[config.mk]
export PLATFORM = sky130hd
export DESIGN_NAME = trap_entry_unit
export DESIGN_NICKNAME = d
export VERILOG_FILES = /design/src/rtl/trap_pkg.sv /design/src/rtl/trap_route.sv /design/src/rtl/trap_vector.sv /design/src/rtl/trap_csr_file.sv /design/src/rtl/trap_entry_unit.sv
export SDC_FILE = /design/constraint.sdc
export NUM_CORES = 1
export LEC_CHECK = 0
export BUFFER_PORTS_ARGS = -buffer_cell sky130_fd_sc_hd__buf_2
export CORE_MARGIN = 3
export CORE_UTILIZATION = 55
export CTS_CLUSTER_DIAMETER = 100
export DETAILED_ROUTE_END_ITERATION = 8
export PLACE_DENSITY = 0.82
export RECOVER_POWER = 25
export SKIP_LAST_GASP = 1
export SLEW_MARGIN = 20
export SYNTH_ARGS = -nofsm -noshare
export SYNTH_HDL_FRONTEND = slang
export SYNTH_HIERARCHICAL = 1
export SYNTH_SLANG_ARGS = --single-unit
[constraint.sdc]
create_clock -name clk -period 6.8 [get_ports clk]
set_input_delay 0.68 -clock clk [delete_from_list [all_inputs] [get_ports clk]]
set_output_delay 0.68 -clock clk [all_outputs]
set_load 0.03 [all_outputs]
[src/rtl/trap_pkg.sv]
// Package: shared constants and helpers for the trap entry unit.
// Assumes a 32-bit machine word and the conventional cause numbering.
package trap_pkg;
    localparam int XLEN   = 32;
    localparam int CODE_W = $clog2(XLEN);

    localparam logic [1:0] PRV_U = 2'd0;
    localparam logic [1:0] PRV_S = 2'd1;
    localparam logic [1:0] PRV_M = 2'd3;

    // register port selects
    localparam logic [2:0] SEL_STATUS = 3'd0;
    localparam logic [2:0] SEL_PRIV   = 3'd7;

    // status field positions (a save/restore image consumed elsewhere)
    localparam int ST_SIE  = 1;
    localparam int ST_MIE  = 3;
    localparam int ST_SPIE = 5;
    localparam int ST_MPIE = 7;
    localparam int ST_SPP  = 8;
    localparam int ST_MPP  = 11;

    localparam int ECALL_CODE = 8;

    // true for exception codes that carry a faulting address
    function automatic logic addr_cause(input int unsigned c);
        case (c)
            0, 1, 4, 5, 6, 7, 12, 13, 15: addr_cause = 1'b1;
            default:                      addr_cause = 1'b0;
        endcase
    endfunction
endpackage

[src/rtl/trap_route.sv]
// Module: trap_route
// Decides the handling level, the recorded cause code and the trap value.
// Assumes the privilege is never 2 (the register file forbids it).
module trap_route
    import trap_pkg::*;
#(
    parameter int W  = XLEN,
    parameter int CW = CODE_W
) (
    input  logic          irq,
    input  logic [CW-1:0] code,
    input  logic [1:0]    priv,
    input  logic [W-1:0]  irq_deleg,
    input  logic [W-1:0]  exc_deleg,
    input  logic [W-1:0]  fault_addr,
    output logic [CW-1:0] eff_code,
    output logic          to_s,
    output logic [W-1:0]  tval
);
    logic [W-1:0] mask;

    // environment call: code 8 becomes 8 + privilege (8, 9, 11)
    always_comb begin
        eff_code = code;
        if (!irq && (code == CW'(ECALL_CODE)))
            eff_code = {code[CW-1:2], priv};
    end

    // delegation only from supervisor or below
    always_comb begin
        mask = irq ? irq_deleg : exc_deleg;
        to_s = (priv <= PRV_S) && mask[eff_code];
    end

    // trap value only for address-carrying exceptions
    always_comb begin
        tval = '0;
        if (!irq && addr_cause(32'(eff_code)))
            tval = fault_addr;
    end
endmodule

[src/rtl/trap_vector.sv]
// Module: trap_vector
// Computes the handler address from the selected vector register.
// Assumes vector bits 1:0 == 1 request vectored interrupt entry.
module trap_vector
    import trap_pkg::*;
#(
    parameter int W        = XLEN,
    parameter int CW       = CODE_W,
    parameter bit VECTORED = 1'b1
) (
    input  logic          to_s,
    input  logic          irq,
    input  logic [CW-1:0] code,
    input  logic [W-1:0]  s_vec,
    input  logic [W-1:0]  m_vec,
    output logic [W-1:0]  target
);
    logic [W-1:0] vec;
    logic [W-1:0] base;

    // pick the level's vector and clear its mode bits
    always_comb begin
        vec  = to_s ? s_vec : m_vec;
        base = {vec[W-1:2], 2'b00};
    end

    generate
        if (VECTORED) begin : g_vec
            logic [W-1:0] offs;
            // interrupts in vectored mode land at base + 4*code
            always_comb begin
                offs   = (irq && vec[1:0] == 2'b01) ? W'({code, 2'b00}) : '0;
                target = base + offs;
            end
        end else begin : g_direct
            // direct mode only
            always_comb target = base;
        end
    endgenerate
endmodule

[src/rtl/trap_csr_file.sv]
// Module: trap_csr_file
// Holds status, per-level cause/PC/value registers and the privilege.
// A trap in a cycle overrides any write in that cycle.
module trap_csr_file
    import trap_pkg::*;
#(
    parameter int W  = XLEN,
    parameter int CW = CODE_W
) (
    input  logic          clk,
    input  logic          rst_n,
    input  logic          trap_fire,
    input  logic          to_s,
    input  logic          irq,
    input  logic [CW-1:0] eff_code,
    input  logic [W-1:0]  cur_pc,
    input  logic [W-1:0]  tval,
    input  logic          we,
    input  logic [2:0]    sel,
    input  logic [W-1:0]  wdata,
    output logic [W-1:0]  rdata,
    output logic [1:0]    priv
);
    localparam int LEVELS = 2;   // 0 supervisor, 1 machine

    logic         sie_q, mie_q, spie_q, mpie_q, spp_q;
    logic [1:0]   mpp_q, priv_q;
    logic [W-1:0] cause_q [LEVELS];
    logic [W-1:0] epc_q   [LEVELS];
    logic [W-1:0] tval_q  [LEVELS];
    logic [W-1:0] status_w;
    logic [W-1:0] cause_w;

    assign priv    = priv_q;
    assign cause_w = {irq, {(W-1-CW){1'b0}}, eff_code};

    // assemble the status image
    always_comb begin
        status_w              = '0;
        status_w[ST_SIE]      = sie_q;
        status_w[ST_MIE]      = mie_q;
        status_w[ST_SPIE]     = spie_q;
        status_w[ST_MPIE]     = mpie_q;
        status_w[ST_SPP]      = spp_q;
        status_w[ST_MPP+:2]   = mpp_q;
    end

    // status stack and privilege update
    always_ff @(posedge clk) begin
        if (!rst_n) begin
            {sie_q, mie_q, spie_q, mpie_q, spp_q} <= '0;
            mpp_q  <= PRV_U;
            priv_q <= PRV_M;
        end else if (trap_fire) begin
            if (to_s) begin
                spie_q <= sie_q;
                spp_q  <= priv_q[0];
                sie_q  <= 1'b0;
                priv_q <= PRV_S;
            end else begin
                mpie_q <= mie_q;
                mpp_q  <= priv_q;
                mie_q  <= 1'b0;
                priv_q <= PRV_M;
            end
        end else if (we && sel == SEL_STATUS) begin
            sie_q  <= wdata[ST_SIE];
            mie_q  <= wdata[ST_MIE];
            spie_q <= wdata[ST_SPIE];
            mpie_q <= wdata[ST_MPIE];
            spp_q  <= wdata[ST_SPP];
            mpp_q  <= wdata[ST_MPP+:2];
        end else if (we && sel == SEL_PRIV) begin
            priv_q <= (wdata[1:0] == 2'd2) ? PRV_U : wdata[1:0];
        end
    end

    // one cause/PC/value bank per level
    genvar g;
    generate
        for (g = 0; g < LEVELS; g++) begin : g_lvl
            localparam logic [2:0] BASE = 3'(1 + 3 * g);
            logic hit;
            assign hit = trap_fire && (to_s == (g == 0));
            // bank load on trap, else port write
            always_ff @(posedge clk) begin
                if (!rst_n) begin
                    cause_q[g] <= '0;
                    epc_q[g]   <= '0;
                    tval_q[g]  <= '0;
                end else if (hit) begin
                    cause_q[g] <= cause_w;
                    epc_q[g]   <= cur_pc;
                    tval_q[g]  <= tval;
                end else if (we && !trap_fire) begin
                    if (sel == BASE)      cause_q[g] <= wdata;
                    if (sel == BASE + 3'd1) epc_q[g] <= wdata;
                    if (sel == BASE + 3'd2) tval_q[g] <= wdata;
                end
            end
        end
    endgenerate

    // read mux
    always_comb begin
        case (sel)
            3'd0:    rdata = status_w;
            3'd1:    rdata = cause_q[0];
            3'd2:    rdata = epc_q[0];
            3'd3:    rdata = tval_q[0];
            3'd4:    rdata = cause_q[1];
            3'd5:    rdata = epc_q[1];
            3'd6:    rdata = tval_q[1];
            default: rdata = {{(W-2){1'b0}}, priv_q};
        endcase
    end

    a_r7_priv_target: assert property (@(posedge clk) disable iff (!rst_n)
        trap_fire |=> priv_q == ($past(to_s) ? PRV_S : PRV_M));
    a_r7_mepc_load: assert property (@(posedge clk) disable iff (!rst_n)
        trap_fire && !to_s |=> epc_q[1] == $past(cur_pc));
    a_r4_s_stack: assert property (@(posedge clk) disable iff (!rst_n)
        trap_fire && to_s |=> !sie_q && spie_q == $past(sie_q) && $stable(mie_q));
    a_r5_m_stack: assert property (@(posedge clk) disable iff (!rst_n)
        trap_fire && !to_s |=> !mie_q && mpp_q == $past(priv_q) && $stable(sie_q));
    a_r11_priv_legal: assert property (@(posedge clk) disable iff (!rst_n)
        priv_q != 2'd2);
endmodule

[src/rtl/trap_entry_unit.sv]
// Module: trap_entry_unit (top)
// Takes a trap in one cycle: routes it, computes the handler address
// and commits the register updates at the next clock edge.
// Assumes trap_req is a single-cycle pulse per trap taken.
module trap_entry_unit
    import trap_pkg::*;
#(
    parameter int W        = XLEN,
    parameter int CW       = CODE_W,
    parameter bit VECTORED = 1'b1
) (
    input  logic          clk,
    input  logic          rst_n,
    input  logic          trap_req,
    input  logic          trap_irq,
    input  logic [CW-1:0] trap_code,
    input  logic [W-1:0]  cur_pc,
    input  logic [W-1:0]  fault_addr,
    input  logic [W-1:0]  irq_deleg,
    input  logic [W-1:0]  exc_deleg,
    input  logic [W-1:0]  s_vec,
    input  logic [W-1:0]  m_vec,
    output logic [W-1:0]  redirect_pc,
    input  logic          csr_we,
    input  logic [2:0]    csr_sel,
    input  logic [W-1:0]  csr_wdata,
    output logic [W-1:0]  csr_rdata,
    output logic [1:0]    cur_priv
);
    logic [CW-1:0] eff_code;
    logic          to_s;
    logic [W-1:0]  tval;

    trap_route #(.W(W), .CW(CW)) u_route (
        .irq(trap_irq), .code(trap_code), .priv(cur_priv),
        .irq_deleg(irq_deleg), .exc_deleg(exc_deleg), .fault_addr(fault_addr),
        .eff_code(eff_code), .to_s(to_s), .tval(tval)
    );

    trap_vector #(.W(W), .CW(CW), .VECTORED(VECTORED)) u_vec (
        .to_s(to_s), .irq(trap_irq), .code(eff_code),
        .s_vec(s_vec), .m_vec(m_vec), .target(redirect_pc)
    );

    trap_csr_file #(.W(W), .CW(CW)) u_csr (
        .clk(clk), .rst_n(rst_n), .trap_fire(trap_req), .to_s(to_s),
        .irq(trap_irq), .eff_code(eff_code), .cur_pc(cur_pc), .tval(tval),
        .we(csr_we), .sel(csr_sel), .wdata(csr_wdata),
        .rdata(csr_rdata), .priv(cur_priv)
    );

    a_r3_no_deleg_from_m: assert property (@(posedge clk) disable iff (!rst_n)
        trap_req && cur_priv == PRV_M |-> !to_s);
    a_r9_irq_tval_zero: assert property (@(posedge clk) disable iff (!rst_n)
        trap_req && trap_irq |-> tval == '0);
endmodule

# ---- After elaboration in Yosys (flattened, before gate mapping)
# Memory sizes are Yosys's and may differ from the RTL's.
# Cells that the tools add are included.
dict set report totals {
  mem_bits_rw 192
  ff_bits 9
  mem_bits_ro 16
  mem_count 4
  elab_cells 138
  out_inout_bits 66
}
dict set report classes {
  mux 81
  order_cmp 2
  n_addsub 1
  reduce_logical 17
  bitwise_logic 13
  n_eq_ne 13
}
# name words word_bits read_ports rd_clocked_by_memory_dff wr line_no
set memory_table {}
lappend memory_table {u_csr.cause_q 2 32 2 0 2 trap_csr_file.sv:28} ;# logic [W-1:0] cause_q [LEVELS];
lappend memory_table {u_csr.epc_q 2 32 2 0 2 trap_csr_file.sv:29} ;# logic [W-1:0] epc_q [LEVELS];
lappend memory_table {u_csr.tval_q 2 32 2 0 2 trap_csr_file.sv:30} ;# logic [W-1:0] tval_q [LEVELS];
lappend memory_table {{(name not given)} 16 1 1 0 0 trap_pkg.sv:27} ;# case (c)
# cell count
set op_table {}
lappend op_table {{2-to-1 mux 32 bit} 15}
lappend op_table {{case mux 32 bit (7 select lines)} 1}
lappend op_table {{2-to-1 mux 1 bit} 54}
lappend op_table {{adder 32 bit} 1}
lappend op_table {{2-to-1 mux 2 bit} 9}
lappend op_table {{equality test 3 bit, second input constant} 4}
lappend op_table {{OR 1 bit} 12}
lappend op_table {{logical AND 1 bit} 9}
lappend op_table {{2-to-1 mux 7 bit} 1}
lappend op_table {{equality test 3 x 2 -> 1 bit, second input constant} 2}
lappend op_table {{less-than comparator 5 x 6 -> 1 bit, second input constant} 1}
lappend op_table {{AND reduction 2 bit} 3}
lappend op_table {{binary-select mux 1 bit (select 5 bit)} 1}
lappend op_table {{equality test 5 x 4 -> 1 bit, second input constant} 1}
lappend op_table {{!= test 2 bit, second input constant} 2}
lappend op_table {{nonzero test 2 bit} 2}
lappend op_table {{equality test 3 x 1 -> 1 bit, second input constant} 1}
lappend op_table {{logical NOT 3 bit} 1}
lappend op_table {{equality test 2 x 1 -> 1 bit, second input constant} 1}
lappend op_table {{equality test 2 bit, second input constant} 1}
lappend op_table {{<= comparator 2 x 1 -> 1 bit, second input constant} 1}
lappend op_table {{logical NOT 1 bit} 2}
lappend op_table {{!= test 2 x 1 -> 1 bit, second input constant} 1}
lappend op_table {{NOT 1 bit} 1}

# ---- Depth between registers and ports, before layout
dict set report logic_depth {
  ltp_word 13
  ltp_mapped 24
}

# ---- Modules after synthesis
# The synthesis kept the hierarchy.
# module area_each_um2 instances seq_area_each_um2 cells_per_inst
set by_module_without_submodules {}
lappend by_module_without_submodules {trap_csr_file 9785.6 1 5945.7 707}
lappend by_module_without_submodules {trap_vector 1445.1 1 0.0 186}
lappend by_module_without_submodules {trap_route 1107.3 1 0.0 156}

# ---- Least setup slack after synthesis
# No wires, ideal clock.
dict set report synth_timing {
  path_kind {input-to-output}
  from {input port trap_irq}
  to {output port redirect_pc[27]}
  arrival_time_ns 5.466
  path_slack_ns 0.654
  required_ns 6.120
  path_stages 19
  path_cell_list {buf_4 nor4b_4 buf_4 a21oi_2 o311a_1 a22o_1 o32ai_1 buf_6 buf_6 buf_2 buf_2 buf_2 mux2_2 ha_1 and2_1 and3_1 o211ai_2 or4b_1 xor2_1}
}
dict set report synth_between {
  elab_chain_len 11
  word_cells_on_any_way 12
  classes_between {add/sub: 1; eq/ne: 1; mux: 6; reduce/logical: 4}
}
# element line_no
set synth_lines {}
lappend synth_lines {{from (decl)} trap_entry_unit.sv:15} ;# input logic trap_irq,
lappend synth_lines {{logical NOT 1 bit} trap_route.sv:25} ;# if (!irq && (code == CW'(ECALL_CODE)))
lappend synth_lines {{logical AND 1 bit} trap_route.sv:25}
lappend synth_lines {{2-to-1 mux 2 bit} trap_route.sv:25}
lappend synth_lines {{binary-select mux 1 bit (select 5 bit) (*)} trap_route.sv:32} ;# to_s = (priv <= PRV_S) && mask[eff_code];
lappend synth_lines {{2-to-1 mux 1 bit (implied by the code) (*)} trap_route.sv:32}
lappend synth_lines {{logical AND 1 bit (*)} trap_route.sv:32}
lappend synth_lines {{net to_s} trap_entry_unit.sv:31} ;# logic to_s;
lappend synth_lines {{2-to-1 mux 32 bit (*)} trap_vector.sv:23} ;# vec = to_s ? s_vec : m_vec;
lappend synth_lines {{equality test 2 x 1 -> 1 bit} trap_vector.sv:32} ;# offs = (irq && vec[1:0] == 2'b01) ? W'({code, 2'b00}) : '0;
lappend synth_lines {{logical AND 1 bit} trap_vector.sv:32}
lappend synth_lines {{2-to-1 mux 7 bit} trap_vector.sv:32}
lappend synth_lines {{adder 32 bit (*)} trap_vector.sv:33} ;# target = base + offs;
lappend synth_lines {{to (decl)} trap_entry_unit.sv:23} ;# output logic [W-1:0] redirect_pc,
# Mark *: on every way through the listed nets, which the timed path passes. The rest lies on a longest branch. The select of a mux whose other input is x is not followed.

# ---- Worst setup path in the final report
dict set report layout_timing {
  from {register u_csr.priv_q[0] (netlist: u_csr/priv[0])}
  to {output port redirect_pc[28]}
}
dict set report layout_between {
  elab_chain_len 9
  word_cells_on_any_way 10
  classes_between {add/sub: 1; order compare: 1; eq/ne: 1; mux: 5; reduce/logical: 2}
}
# element line_no
set layout_lines {}
lappend layout_lines {{from (decl)} trap_csr_file.sv:27} ;# logic [1:0] mpp_q, priv_q;
lappend layout_lines {{from (signal assigned)} trap_csr_file.sv:74} ;# priv_q <= (wdata[1:0] == 2'd2) ? PRV_U : wdata[1:0];
lappend layout_lines {{2-to-1 mux 2 bit (*)} trap_route.sv:25}
lappend layout_lines {{net eff_code[0]} trap_entry_unit.sv:30} ;# logic [CW-1:0] eff_code;
lappend layout_lines {{binary-select mux 1 bit (select 5 bit) (*)} trap_route.sv:32}
lappend layout_lines {{2-to-1 mux 1 bit (implied by the code) (*)} trap_route.sv:32}
lappend layout_lines {{logical AND 1 bit (*)} trap_route.sv:32}
lappend layout_lines {{net to_s} trap_entry_unit.sv:31}
lappend layout_lines {{2-to-1 mux 32 bit (*)} trap_vector.sv:23}
lappend layout_lines {{equality test 2 x 1 -> 1 bit} trap_vector.sv:32}
lappend layout_lines {{logical AND 1 bit} trap_vector.sv:32}
lappend layout_lines {{2-to-1 mux 7 bit} trap_vector.sv:32}
lappend layout_lines {{adder 32 bit (*)} trap_vector.sv:33}
# Marked as above.

==> impl_metrics.toml <==
[run_status]
status = "finished with violations"
violations = "capacitance limit, slew limit"

[timing]
tns_ns = 0
period_share = 0.938
hold_viol_final = 0
fin_ws_ns = 0.419
grt_setup_unrepaired = "no"
tightestPinTransition_ns = 2.35
relSlewSlack = -0.570
slew_viol_final = 129
skew_ns = 0.0176
setup_viol = 0
min_period_ns = 6.38
fmax_mhz = 157

[pwr]
power_mw = 3.11
switching_power_uw = 834
pwr-share-seq = 0.471
p_comb_frac = 0.187
power_density_nw_per_um2 = 215
clockPowerShare = 0.342
swShare = 0.268
p_leak_nw = 5.87
vdd_drop_max_mv = 0.138
p_int_mw = 2.28

[floorplanning]
core_area_sq_um = 22000
dieHeight_microns = 156
pin_count = 303
rows = 54
dieArea_sq_um = 24300
die_w_microns = 156
start_util = 0.562

[placement]
place_ws_ns = 0.272
place.detailed.hpwl_microns = 27500
port_buffers = 300
place.gp.congestion = 0.935

[grt]
grt_max_degree = 69
antenna_found_initial = 14
grt_overflow = 0
grt_pass1_wl_microns = 61900
first_global_vias = 10800
grt_usage = 0.329

[clock_network]
cts_setup_buffers = 0
cts_tree = "done"
cts_max_level = 1
cts_root_buf = "clkbuf_16"
clock_path_buffers = 3
clk_latency_ns = 0.49
clk_pin_slew_ns = 0.06
clock_sinks = 201
cts_buffers = 19

[cells_and_area]
fin_nets = 1542
syn2layout_area_growth_pct = 17.5
fin_util = 0.660
drive_gt1_frac = 0.330
fillers = 1708

[routing]
vias = 10700
drt_iter0_markers = 1008
routed_wl_microns = 41700
viasPerCell = 6.69
drc_errors = 0
wl_per_cell_microns = 26.0
dr.pass1.iters = 6
antenna_left = 0

[worst_setup_path]
criticalPathCategory = "reg2out"
start_kind = "register"
cp_max_fo = 17
cp.required_ns = 6.12
arrival_ns = 5.70
end_kind = "output pin"

[synthesis]
synth_top_area_share = 0.467
ys.flop_type = "edfxtp_1"
synth-edff-count = 192
synth_xor_area_frac = 0.0185
seq_area_frac_synth = 0.482
ys_seq_elements = 201
ys_types = 86
synth_mux_area_frac = 0.0905
syn-cell-area_sq_um = 12300
netlist_instances = 1049
synth_top_family_by_area = "compound AO/OA/AOI/OAI gates"
synthTopCellsByArea = "edfxtp_1 (47%), a22o_1 (10%), mux2_2 (5.6%), and2_1 (3.1%), mux2i_1 (2.8%)"
synth_fa_ha_area_frac = 0.00669
ys_warn_count = 6
synth_area_leader_cell = "edfxtp_1"
synth_area_per_cell_sq_um = 11.8
asyncSetResetFlopFracSynth = 0
synthSimpleGateAreaFrac = 0.137
synth-compound-area-share = 0.214

[job]
maxCapViolCount = 4

[worst_hold_path]
hold_path.class = "reg2reg"
## synthesized netlist by cell type, drive strengths merged, types with 5 or more instances
cell type / instances
nand3: 16
o221ai: 21
nand2b: 10
nor2: 32
and2: 63
nor3: 9
mux2i: 35
a21oi: 29
nand4: 7
nor2b: 22
xnor2: 16
a32oi: 8
a22oi: 38
xor2: 10
buf: 74
dfxtp: 9
mux2: 62
clkbuf: 25
o21ai: 15
and3: 36
a221oi: 22
edfxtp: 192
a22o: 142
nand4b: 5
nand2: 51
inv: 17
ha: 5
nand3b: 13
## layer usage
layer | vias up | global-route usage | routed length [microns]
li1 | 4670 | - | -
met1 | 5107 | 0.420 | 15000
met2 | 798 | 0.553 | 20400
met3 | 130 | 0.0610 | 4620
met4 | 10 | 0.143 | 1550
met5 | - | 0 | 58
## worst paths after layout
path	start	endpoint	slack, ns	depth (start not counted)
setup / recovery	u_csr/priv[0]	redirect_pc[28]	0.42	18
hold / removal	u_csr/mpp_q[1]	u_csr/mpp_q[1]	0.47	2
setup reg to reg	u_csr/priv[0]	u_csr/epc_q[0][10]	1.46	11
hold reg to reg	u_csr/mpp_q[1]	u_csr/mpp_q[1]	0.47	2
## cell type report
class                      count  area [sq um]  share of cell area
antenna                       11          27.5             0.00190
clock buffer                  26           502              0.0346
clock inverter                 7           110             0.00760
inverter                      17          66.3             0.00458
multi-input combinational    733          5830               0.403
sequential                   201          5950               0.410
tap                          280           350              0.0242
timing repair buffer         327          1660               0.114
## cells in the final DEF, fill, tap and decap left out, types with 4 or more instances in the layout
cell	netlist	final
a21boi_0	4	4
a21oi_1	27	27
a221oi_1	19	19
a22o_1	142	142
a22oi_1	36	36
a32o_1	4	4
a32oi_1	8	8
and2_0	0	10
and2_1	62	51
and3_1	36	36
buf_2	47	280
buf_4	17	21
clkbuf_1	23	33
clkbuf_16	0	19
dfxtp_1	9	9
diode_2	0	11
edfxtp_1	192	192
ha_1	5	5
inv_1	15	15
mux2_2	61	61
mux2i_1	35	35
nand2_1	51	51
nand2b_1	10	8
nand3_1	15	15
nand3b_1	10	10
nand4_1	7	7
nor2_1	32	31
nor2b_1	22	19
nor3_1	5	5
o21ai_0	15	14
o221ai_1	21	21
xnor2_1	16	16
xor2_1	10	10
## logic make-up (layout without fill, tap and decap cells)
| family | count (synthesis) | after routing |
|---|---|---|
| adder cells (fa/ha/maj) | 6 | 6 |
| AND/OR/NAND/NOR | 280 | 280 |
| XOR/XNOR | 26 | 26 |
| flip-flops | 201 | 201 |
| multiplexers | 100 | 100 |
| other | 1 | 13 |
| AO/OA/AOI/OAI | 319 | 319 |
| buffers and inverters | 116 | 377 |
## through the flow
stage,std cells,hold slack [ns],area (sq um)
after floorplan,1050,0.435,12300
after global placement,1558,0.450,13900
after detailed placement,1558,0.459,13900
after CTS,1591,0.468,14500
after global routing,1599,0.492,14500
final,1602,0.473,14500
## power by group through the flow
stage               Combinational [mW]  Clock [mW]  Sequential, mW
floorplan                        0.350           0            1.48
global placement                 0.568           0            1.48
detailed placement               0.573           0            1.49
CTS                              0.577        1.07            1.46
global route                     0.615        1.11            1.47
finish                           0.582        1.06            1.46
## flip-flops by register name, indices dropped and copies added, names as in the netlist
name           cells
u_csr/mpie_q       1
u_csr/cause_q     64
u_csr/mie_q        1
u_csr/spie_q       1
u_csr/priv         2
u_csr/sie_q        1
u_csr/mpp_q        2
u_csr/epc_q       64
u_csr/spp_q        1
u_csr/tval_q      64
## critical path: stages, from the launching register on
cell	delay, ns
dfxtp_1	0.54
nor2b_2	0.48
a21oi_4	0.20
inv_4	0.24
mux2_2	0.37
a222oi_1	0.34
a22o_1	0.27
o32ai_4	0.10
o32ai_2	0.44
and3_1	0.22
ha_1	0.16
inv_1	0.06
fa_1	0.46
nor2b_1	0.16
o31a_1	0.23
o211ai_2	0.26
nor3b_2	0.28
xnor2_1	0.15
buf_2	0.22
## timing repair
action                                  4_1_cts  5_1_grt
hold buffers                                  0        0
endpoints found under the setup margin        0       18
gates resized for setup                       0        2
Power figures use the tool's default switching activity.
